==> src/rtl/ptt_pkg.sv <==
package ptt_pkg;

  // control register offsets
  localparam int unsigned A_CTRL  = 0;
  localparam int unsigned A_CHEN  = 1;
  localparam int unsigned A_FORCE = 2;
  localparam int unsigned A_FLAGS = 3;
  localparam int unsigned A_IRQEN = 4;

  // first reload register; count registers follow the reload block
  localparam int unsigned LOAD_BASE = 8;

  // per-channel control produced by the register bank
  typedef struct packed {
    logic run;      // channel enable and block enable both set
    logic ch_en;    // channel enable bit alone
    logic force_ld; // accepted force-reload write
    logic w1c;      // flag clear by write-one
    logic dis_clr;  // channel enable written to zero
  } ch_ctl_t;

endpackage

==> src/rtl/ptt_regs.sv <==
module ptt_regs
  import ptt_pkg::*;
#(
  parameter int unsigned NUM_CH = 4,
  parameter int unsigned CNT_W  = 16,
  parameter int unsigned DATA_W = 16,
  parameter int unsigned ADDR_W = 4
) (
  input  logic                      clk,
  input  logic                      rst,
  input  logic [ADDR_W-1:0]         addr,
  input  logic [DATA_W-1:0]         wdata,
  input  logic                      wr_en,
  input  logic [NUM_CH-1:0]         flags,
  input  logic [NUM_CH*CNT_W-1:0]   counts,
  output ch_ctl_t [NUM_CH-1:0]      ctl,
  output logic [NUM_CH*CNT_W-1:0]   load_vals,
  output logic [NUM_CH-1:0]         irq_en,
  output logic [DATA_W-1:0]         rd_data
);

  localparam int unsigned CNT_BASE = LOAD_BASE + NUM_CH;

  logic                 mod_en_q;
  logic [NUM_CH-1:0]    ch_en_q;
  logic [NUM_CH-1:0]    irq_en_q;
  logic [CNT_W-1:0]     ld_q [NUM_CH];
  logic [DATA_W-1:0]    rd_next;

  logic wr_ctrl, wr_chen, wr_force, wr_flags, wr_irqen;

  assign wr_ctrl  = wr_en && (addr == ADDR_W'(A_CTRL));
  assign wr_chen  = wr_en && (addr == ADDR_W'(A_CHEN));
  assign wr_force = wr_en && (addr == ADDR_W'(A_FORCE));
  assign wr_flags = wr_en && (addr == ADDR_W'(A_FLAGS));
  assign wr_irqen = wr_en && (addr == ADDR_W'(A_IRQEN));

  // control state
  always_ff @(posedge clk) begin
    if (rst) begin
      mod_en_q <= 1'b0;
      ch_en_q  <= '0;
      irq_en_q <= '0;
    end else begin
      if (wr_ctrl)  mod_en_q <= wdata[0];
      if (wr_chen)  ch_en_q  <= wdata[NUM_CH-1:0];
      if (wr_irqen) irq_en_q <= wdata[NUM_CH-1:0];
    end
  end

  // reload registers, one write port, no reset needed beyond zeroing
  genvar g;
  generate
    for (g = 0; g < NUM_CH; g++) begin : g_ld
      always_ff @(posedge clk) begin
        if (rst)
          ld_q[g] <= '0;
        else if (wr_en && (addr == ADDR_W'(LOAD_BASE + g)))
          ld_q[g] <= wdata[CNT_W-1:0];
      end
      assign load_vals[g*CNT_W +: CNT_W] = ld_q[g];

      assign ctl[g].run      = mod_en_q & ch_en_q[g];
      assign ctl[g].ch_en    = ch_en_q[g];
      assign ctl[g].force_ld = wr_force & wdata[g] & mod_en_q & ch_en_q[g];
      assign ctl[g].w1c      = wr_flags & wdata[g];
      assign ctl[g].dis_clr  = wr_chen & ~wdata[g];
    end
  endgenerate

  assign irq_en = irq_en_q;

  // read mux; force register and reserved bits fall through as zero
  always_comb begin
    rd_next = '0;
    if (addr == ADDR_W'(A_CTRL))  rd_next[0] = mod_en_q;
    if (addr == ADDR_W'(A_CHEN))  rd_next[NUM_CH-1:0] = ch_en_q;
    if (addr == ADDR_W'(A_FLAGS)) rd_next[NUM_CH-1:0] = flags;
    if (addr == ADDR_W'(A_IRQEN)) rd_next[NUM_CH-1:0] = irq_en_q;
    for (int i = 0; i < NUM_CH; i++) begin
      if (addr == ADDR_W'(LOAD_BASE + i)) rd_next[CNT_W-1:0] = ld_q[i];
      if (addr == ADDR_W'(CNT_BASE + i))  rd_next[CNT_W-1:0] = counts[i*CNT_W +: CNT_W];
    end
  end

  always_ff @(posedge clk) begin
    if (rst) rd_data <= '0;
    else     rd_data <= rd_next;
  end

  AST_FORCE_READS_ZERO: assert property (@(posedge clk) disable iff (rst)
    (addr == ADDR_W'(A_FORCE)) |=> (rd_data == '0));

  AST_CHEN_HIGH_ZERO: assert property (@(posedge clk) disable iff (rst)
    (addr == ADDR_W'(A_CHEN)) |=> (rd_data[DATA_W-1:NUM_CH] == '0));

endmodule

==> src/rtl/ptt_channel.sv <==
module ptt_channel
  import ptt_pkg::*;
#(
  parameter int unsigned CNT_W = 16
) (
  input  logic             clk,
  input  logic             rst,
  input  logic             tick,
  input  ch_ctl_t          ctl,
  input  logic [CNT_W-1:0] load_val,
  output logic [CNT_W-1:0] cnt,
  output logic             flag
);

  logic             run_q;
  logic             start;
  logic             reload;
  logic             underflow;
  logic [CNT_W-1:0] cnt_q;
  logic             flag_q;

  assign start     = ctl.run & ~run_q;
  assign reload    = start | ctl.force_ld;
  assign underflow = ctl.run & tick & ~reload & (cnt_q == '0);

  always_ff @(posedge clk) begin
    if (rst) begin
      run_q <= 1'b0;
      cnt_q <= '0;
    end else begin
      run_q <= ctl.run;
      if (reload || underflow)
        cnt_q <= load_val;
      else if (ctl.run && tick)
        cnt_q <= cnt_q - 1'b1;
    end
  end

  // disable clear beats a new time-out, which beats a write-one clear
  always_ff @(posedge clk) begin
    if (rst)              flag_q <= 1'b0;
    else if (ctl.dis_clr) flag_q <= 1'b0;
    else if (underflow)   flag_q <= 1'b1;
    else if (ctl.w1c)     flag_q <= 1'b0;
  end

  assign cnt  = cnt_q;
  assign flag = flag_q;

  AST_FLAG_NEEDS_EN: assert property (@(posedge clk) disable iff (rst)
    !ctl.ch_en |-> !flag_q);

  AST_FROZEN_IDLE: assert property (@(posedge clk) disable iff (rst)
    !ctl.run |=> $stable(cnt_q));

  AST_NO_TICK_HOLD: assert property (@(posedge clk) disable iff (rst)
    (ctl.run && run_q && !tick && !ctl.force_ld) |=> $stable(cnt_q));

  AST_WRAP_RELOAD: assert property (@(posedge clk) disable iff (rst)
    (ctl.run && run_q && tick && !ctl.force_ld && cnt_q == '0 && !ctl.dis_clr)
      |=> (cnt_q == $past(load_val)) && flag_q);

  AST_FORCE_WINS: assert property (@(posedge clk) disable iff (rst)
    (ctl.force_ld && !flag_q) |=> (cnt_q == $past(load_val)) && !flag_q);

endmodule

==> src/rtl/periodic_tick_timer.sv <==
module periodic_tick_timer
  import ptt_pkg::*;
#(
  parameter int unsigned NUM_CH = 4,
  parameter int unsigned CNT_W  = 16,
  parameter int unsigned DATA_W = 16,
  parameter int unsigned ADDR_W = 4
) (
  input  logic              clk,
  input  logic              rst,
  input  logic              tick,
  input  logic [ADDR_W-1:0] addr,
  input  logic [DATA_W-1:0] wdata,
  input  logic              wr_en,
  output logic [DATA_W-1:0] rd_data,
  output logic              irq
);

  ch_ctl_t [NUM_CH-1:0]     ctl;
  logic [NUM_CH*CNT_W-1:0]  load_vals;
  logic [NUM_CH*CNT_W-1:0]  counts;
  logic [NUM_CH-1:0]        flags;
  logic [NUM_CH-1:0]        irq_en;
  logic                     irq_q;

  ptt_regs #(
    .NUM_CH (NUM_CH),
    .CNT_W  (CNT_W),
    .DATA_W (DATA_W),
    .ADDR_W (ADDR_W)
  ) u_regs (
    .clk       (clk),
    .rst       (rst),
    .addr      (addr),
    .wdata     (wdata),
    .wr_en     (wr_en),
    .flags     (flags),
    .counts    (counts),
    .ctl       (ctl),
    .load_vals (load_vals),
    .irq_en    (irq_en),
    .rd_data   (rd_data)
  );

  genvar g;
  generate
    for (g = 0; g < NUM_CH; g++) begin : g_ch
      ptt_channel #(
        .CNT_W (CNT_W)
      ) u_ch (
        .clk      (clk),
        .rst      (rst),
        .tick     (tick),
        .ctl      (ctl[g]),
        .load_val (load_vals[g*CNT_W +: CNT_W]),
        .cnt      (counts[g*CNT_W +: CNT_W]),
        .flag     (flags[g])
      );
    end
  endgenerate

  always_ff @(posedge clk) begin
    if (rst) irq_q <= 1'b0;
    else     irq_q <= |(flags & irq_en);
  end

  assign irq = irq_q;

  AST_IRQ_QUIET: assert property (@(posedge clk) disable iff (rst)
    ((flags & irq_en) == '0) |=> !irq_q);

  AST_IRQ_RAISE: assert property (@(posedge clk) disable iff (rst)
    ((flags & irq_en) != '0) |=> irq_q);

endmodule

==> config.mk <==
export PLATFORM = sky130hd
export DESIGN_NAME = periodic_tick_timer
export DESIGN_NICKNAME = d
export VERILOG_FILES = /design/src/rtl/ptt_pkg.sv /design/src/rtl/ptt_regs.sv /design/src/rtl/ptt_channel.sv /design/src/rtl/periodic_tick_timer.sv
export SDC_FILE = /design/constraint.sdc
export NUM_CORES = 1
export LEC_CHECK = 0
export BUFFER_PORTS_ARGS = -buffer_cell sky130_fd_sc_hd__buf_2
export CAP_MARGIN = 25
export CORE_MARGIN = 2
export CORE_UTILIZATION = 55
export DETAILED_ROUTE_END_ITERATION = 8
export HOLD_SLACK_MARGIN = 0.03
export PLACE_DENSITY = 0.7
export SLEW_MARGIN = 40
export SYNTH_ARGS = -nofsm -noshare
export SYNTH_HDL_FRONTEND = slang
export SYNTH_SLANG_ARGS = --single-unit
export TNS_END_PERCENT = 30
==> constraint.sdc <==
create_clock -name clk -period 3.1 [get_ports clk]
set_input_delay 0.155 -clock clk [delete_from_list [all_inputs] [get_ports clk]]
set_output_delay 0.155 -clock clk [all_outputs]
set_load 0.02 [all_outputs]
### After elaboration in Yosys (flattened, before gate mapping)

Memories as Yosys holds them, arrays and structs flattened.
Cells that the tools add are included.

* output and inout bits: 17
* register bits after elaboration: 98
* bits in writable memories: 64
* memories: 1
* bits of input ports: 24

Memory list
* u_regs.ld_q: depth 4, width 16, rd ports 4, clocked after Yosys merged registers in 0, wr ports 4, line ptt_regs.sv:27 `logic [CNT_W-1:0] ld_q [NUM_CH];`

* reduce and logical (&&, ||, !) cells: 35
* multiplexer cells: 46
* equality and inequality tests: 12
* bitwise gates (word level): 61
* add/subtract/negate cells: 4

Operators by type and width (count)
* $mux W16: 20
* $logic_not A16 Y1: 4
* $sub A16 B1 Y16 const B: 4
* $and A1 B1 Y1: 40
* $eq A4 B4 Y1 const B: 8
* $mux W1: 23
* $reduce_bool A2 Y1: 8
* $logic_and A1 B1 Y1: 13
* $mux W4: 3
* $not A1 Y1: 12
* $eq A4 B2 Y1 const B: 2
* $or A1 B1 Y1: 8
* $reduce_or A2 Y1: 4
* $and A4 B4 Y4: 1
* $eq A4 B1 Y1 const B: 1
* $eq A4 B3 Y1 const B: 1
* $logic_not A4 Y1: 1
* $logic_or A1 B1 Y1: 4
* $reduce_or A4 Y1: 1

### Depth between registers and ports, before layout

* word-level depth: 13
* depth in mapped cells: 10
* depth with buffers taken out: 7

### Hierarchy

From an unflattened synthesis, not the netlist that was laid out.

* cell total of the unflattened synthesis: 979
* area total of the unflattened synthesis: 9391.5 µm²

By module, submodules not included
* ptt_regs: times used 1, sequential area each 2422.3 µm², area an instance 4982.3 µm², cells an instance 459
* ptt_channel: times used 4, sequential area each 360.3 µm², area an instance 1092.3 µm², cells an instance 129
* periodic_tick_timer: times used 1, sequential area each 20.0 µm², area an instance 40.0 µm², cells an instance 4

### Worst setup path after synthesis

Ideal clock, no wire load.

* path type: register to register
* from: register g_ch[3].u_ch.cnt_q[2]
* to: register g_ch[3].u_ch.cnt_q[1]
* library setup time: 0.128 ns
* clock period less this slack: 2.217 ns
* cell stages (with the launch flop): 9
* setup slack: 0.883 ns
* arrival time: 2.089 ns
* buffers on the path: 3
* required time: 2.972 ns
* cells stage by stage: dfxtp_1 -> buf_6 -> or4_4 -> or3_1 -> buf_2 -> o32a_4 -> buf_6 -> mux2i_1 -> nor2_1

* word-level cells in the longest chain between the ends: 4
* elaborated cells between the ends (all ways): 5
* those cells by class: mux: 1; bitwise: 1; reduce/logical: 3

Ends and longest elaborated chain
* from (decl): line ptt_channel.sv:19 `logic [CNT_W-1:0] cnt_q;`
* from (signal assigned): line ptt_channel.sv:33 `cnt_q <= load_val;`
* from (signal assigned): line ptt_channel.sv:35 `cnt_q <= cnt_q - 1'b1;`
* $logic_not A16 Y1 *: line ptt_channel.sv:24 `assign underflow = ctl.run & tick & ~reload & (cnt_q == '0);`
* $and A1 B1 Y1 *: line ptt_channel.sv:24
* $logic_or A1 B1 Y1 *: line ptt_channel.sv:32 `if (reload || underflow)`
* $mux W16 / $reduce_bool A2 Y1 (equally long branches)

Every way passes the cells marked *; elsewhere a longest branch is shown, timed or not.
A chain may end at the register's enable or synchronous reset.

### Worst setup path after layout

* from: register u_regs.mod_en_q
* to: register g_ch[0].u_ch.cnt_q[1]

* word-level cells in the longest chain between the ends: 8
* elaborated cells between the ends (all ways): 13
* those cells by class: mux: 1; bitwise: 9; reduce/logical: 3

Ends and longest elaborated chain
* from (decl): line ptt_regs.sv:24 `logic mod_en_q;`
* from (signal assigned): line ptt_regs.sv:45 `if (wr_ctrl) mod_en_q <= wdata[0];`
* $and A1 B1 Y1, on equally long branches: line ptt_regs.sv:63, ptt_regs.sv:65
* $and A1 B1 Y1, on equally long branches: line ptt_channel.sv:22, ptt_regs.sv:65
* $or A1 B1 Y1: line ptt_channel.sv:23 `assign reload = start | ctl.force_ld;`
* $not A1 Y1: line ptt_channel.sv:24
* $and A1 B1 Y1 (2 in series): line ptt_channel.sv:24
* $logic_or A1 B1 Y1: line ptt_channel.sv:32
* $mux W16 / $reduce_bool A2 Y1 (equally long branches)
* to (signal assigned): line ptt_channel.sv:33
* to (signal assigned): line ptt_channel.sv:35
* to (decl): line ptt_channel.sv:19

Parallel ways exist; a longest one is shown, timed or not.

==> results list <==
* Start point of the worst min-delay path: wdata[8]
* Number of cells produced by synthesis: 875
- Worst Path Class, Setup: flop to flop
- Post-Synthesis Cell Area: a little over 8000 µm²
- In this run the tightest slew margin relative to its limit is 44.4%.
* Routed length on met2: roughly 11 mm
* Async set-or-reset flop fraction in the synthesized netlist: 0%
- Total Power Consumption: approximately 4.7 mW
- After detailed routing, the number of vias per cell comes to about 6.6.
* CP Max Fanout: 12
* Largest net degree at the start of global routing: 75
- For this design the static power due to leakage is 3.36 nW.
- Synth area leader: dfxtp_1
* Comb power frac: under 10%
* Maximum clock frequency: ~400 MHz
- Post-synth net total: approximately 900
- Count of non-filler cells in the finished layout: between 1k and 1.5k
- Destination of the worst register-to-register timing path: g_ch[0].u_ch.cnt[1]
- Floorplan core area: 14600 µm²
* Area growth from synthesis to layout: 11.7%
- For this configuration, the core starts out at a cell density of between 50% and 60%.
- Final weighted congestion in routability-driven placement: around 0.98
* Overall die height: 126 µm
- The commonest cells after synthesis are nor2_1 (111), dfxtp_1 (98), edfxtp_1 (64), and2_1 (59), nand2_1 (55).
- Row generation in the floorplan step produced 44 rows.
* Buffer count from post-CTS setup fixing: 0
- Wire segments on met3 add up to between 2 and 2.5 mm in the final route.
- In this run, synthesis produced a sequential element count of ~160.
* Vias in the first global route: slightly below 7k
- In this run, post-CTS repair resized a total of 0 instances.
* Number of max-capacitance violations reported: 0
- Counting the buffers created by CTS gives 17.
- H-tree levels: 4
- The first TritonRoute pass finished after 7 iterations.
* Sequential area share after synthesis: 47.1%
- Setup violations remaining at the end of the flow were counted as 0.
- Reg-to-reg slack, setup: between 0.6 and 0.7 ns
* Share of cells above drive strength 1: between 10% and 20%
- Post-synth EDFFs: 64
- Clock tree sinks: around 160
- In this run, the number of DRC markers left after iteration 0 of detailed routing was slightly above 900.
- The worst hold path was traced through 2 stages.
- Total congestion overflow after global routing: 0
* Die Outline Area: around 16000 µm²
- Portion of total power attributed to sequential cells: between 40% and 50%
- The worst hold path terminates at u_regs.ld_q[0][8].
* Worst Path Required: between 3 and 4 ns
- Final Hold Violating Endpoints: 0
- The initial antenna violation count came to 0.
- Distinct cells, synth: 65
* Logic depth of the worst register-to-register path: 8
- Kind of capture point of the worst setup path: flop
- Counting I/O delays and the setup requirement, the final critical path takes 2.49 ns.
- At the pin with the least slew margin, the transition time is ~0.83 ns.
- The tree is rooted in a clkbuf_16.
- After legalization and detailed placement, the total HPWL measured 17.4 mm.
- Net switching is between 20% and 30% of the power.
- Clock skew on the completed layout was measured at about 0.0089 ns.
- The first global-routing pass estimated ~38 mm of wire.
- Counting stages on the worst path, the most repeated cell is buf_4.
- During I/O placement, the number of pins put on the boundary was 41.
* Number of nets at the end of the flow: between 900 and 1k
- Metal-1 WL: 10.2 mm
- Setup total negative slack on the finished layout was measured at 0 ns.
- The die is 126 µm wide.
- Clock-pin transition on the worst setup and hold timing paths: about 0.06 ns
- The flow ran to the end, and the final reports show no timing, DRC or antenna violations.
* Source-to-sink clock delay at the later pin of the worst-skew pair: approximately 0.44 ns
- Cell Int Power: ~3.6 mW
- Arrival time worst endpoint: approximately 2.8 ns
- CTS tree: done
- On the worst path, the slowest cell contributes a delay of between 0.6 and 0.7 ns.
* Cell area power density: around 500 nW/µm²
* Most frequently used flop master after synthesis: dfxtp_1
- Post-route DRC: 0
* Proportion of netlist area held by the largest area contributor: a little under a quarter
- Maximum root-to-sink buffer count: 2
- Kind of launch point of the worst setup path: flop
* Peak supply drop: between 0.0004 and 0.0005 V
- Most used standard cell by instance count after synthesis: nor2_1
- After detailed routing, the average wire length per cell comes to between 20 and 25 µm.
- The number of antenna diodes in the final layout is 0.
* Final Slew Violations: 0
* Vias post-DR: 7197
* Post-Syn Area per Cell: 9.42 µm²
- Startpoint of the lowest-slack register-to-register path: u_regs.mod_en_q
- Summed over all nets, the switching power comes to 1.14 mW.
* Antenna-violating nets left: 0
- After synthesis, the cell types taking the most area are dfxtp_1 (24%), edfxtp_1 (23%), nor2_1 (5.1%), and2_1 (4.5%), a211oi_1 (4.4%).
- Input and output buffers added on the ports amount to 40.
* RSZ-0062 raised after global routing: no
* Total global-route track usage: between 30 and 40%
* Number of warnings reported in the yosys synthesis log: 0
- Kind of cell with the highest combined delay on the critical path: simple AND/OR/NAND/NOR gates
- The slowest stage of the critical path is the dfxtp_1 cell.
- Tightest Hold Check Type: input pin to flop
* Fraction of the cycle the final worst path needs: 80.3%
- Combined buffer and inverter count along the critical path: 3
* Cell-by-cell trace of the critical path: buf_4, nand4_1, buf_4, nor4_1, a21boi_0, buf_4, nand2b_1, a311oi_1
* Relative contribution of the clock network to total power: between 40% and 50%
- The detailed router used layers up to and including met4.
- Post-Route WL: between 20 and 25 mm
- Counting tap cells, the placed design contains a total of about 1.1k instances.
[per-layer routing]
| layer | track usage, % | vias to the layer above |
|---|---|---|
| li1 | - | 3309 |
| met4 | 14.2 | 0 |
| met2 | 47.3 | 422 |
| met3 | 6.16 | 87 |
| met1 | 42.7 | 3379 |
| met5 | 0 | - |
[cell type report]
cell class | count | area, µm²
sequential | 162 | 3880
multi-input combinational | 630 | 4010
clock buffer | 19 | 433
timing repair buffer | 68 | 415
fill | 1207 | 5380
tap | 184 | 230
inverter | 22 | 82.6
clock inverter | 13 | 153
[logic make-up (layout without fill, tap and decap cells)]
logic type	Yosys count	in the layout	synth area share, %
muxes	19	19	2.38
DFF	162	162	47.1
xor gates and xnor gates	45	45	4.78
buffers and inverters	83	122	4.40
AOI/OAI and AO/OA	207	207	18.6
adders and majority gates	4	4	0.607
and+or+nand+nor	355	355	22.0
[worst max path at each step]
stage                            to  cells after the start                 from
2_1_floorplan   g_ch[3].u_ch.cnt[1]                      8  g_ch[3].u_ch.cnt[2]
3_3_place_gp    g_ch[3].u_ch.cnt[1]                      5      u_regs.mod_en_q
3_5_place_dp   g_ch[3].u_ch.cnt[11]                      5      u_regs.mod_en_q
4_1_cts        g_ch[3].u_ch.cnt[11]                      5      u_regs.mod_en_q
5_1_grt         g_ch[0].u_ch.cnt[4]                      7      u_regs.mod_en_q
6_report        g_ch[0].u_ch.cnt[1]                      8      u_regs.mod_en_q
[registers in the layout, indices dropped and copies added, names as in the netlist]
name,cells
u_regs.irq_en,4
u_regs.ch_en_q,4
u_regs.rd_data,16
g_ch.u_ch.flag,4
g_ch.u_ch.run_q,4
u_regs.mod_en_q,1
u_regs.ld_q,64
g_ch.u_ch.cnt,64
irq,1
[cells in the final DEF, fill, tap and decap left out, drive strengths merged, types with 10 or more instances in the layout]
cell,synthesis,final
a211oi,48,48
a21oi,22,22
a222oi,12,12
a22oi,27,27
a31oi,12,12
and2,59,59
buf,23,67
clkbuf,38,19
dfxtp,98,98
edfxtp,64,64
inv,21,26
mux2i,14,14
nand2,55,55
nand3,16,16
nor2,111,111
nor3,32,32
nor4,20,20
o21ai,25,25
or4,10,10
xnor2,31,31
xor2,14,14
[power groups by stage]
stage	clock (mW)	sequential, mW	combinational [mW]
after floorplan	0	2.36	0.140
after global placement	0	2.37	0.249
after detailed placement	0	2.37	0.252
after CTS	2.12	2.32	0.254
after global routing	2.22	2.32	0.276
final	2.12	2.32	0.260
[worst register-to-register path, delay by kind of cell (launching register included)]
kind	cells	cell delay, ns
compound gates	2	0.34
buf+inv	3	0.68
flops	1	0.61
simple gates	3	0.71
[stage by stage]
step	utilization, %	area [µm²]	hold WS, ns	worst slack (ns)
final	63.1	9210	0.0583	0.610
after global placement	59.0	8600	0.477	0.770
after CTS	63.0	9200	0.0632	0.671
after detailed placement	59.0	8600	0.470	0.692
after floorplan	-	8240	0.299	0.883
after global routing	63.1	9210	0.0621	0.425
[timing repair]
action | 4_1_cts | 5_1_grt
hold buffers | 1 | 0
endpoints found under the setup margin | 0 | 0
endpoints found under the hold margin | 1 | 0
Power figures use the tool's default switching activity.
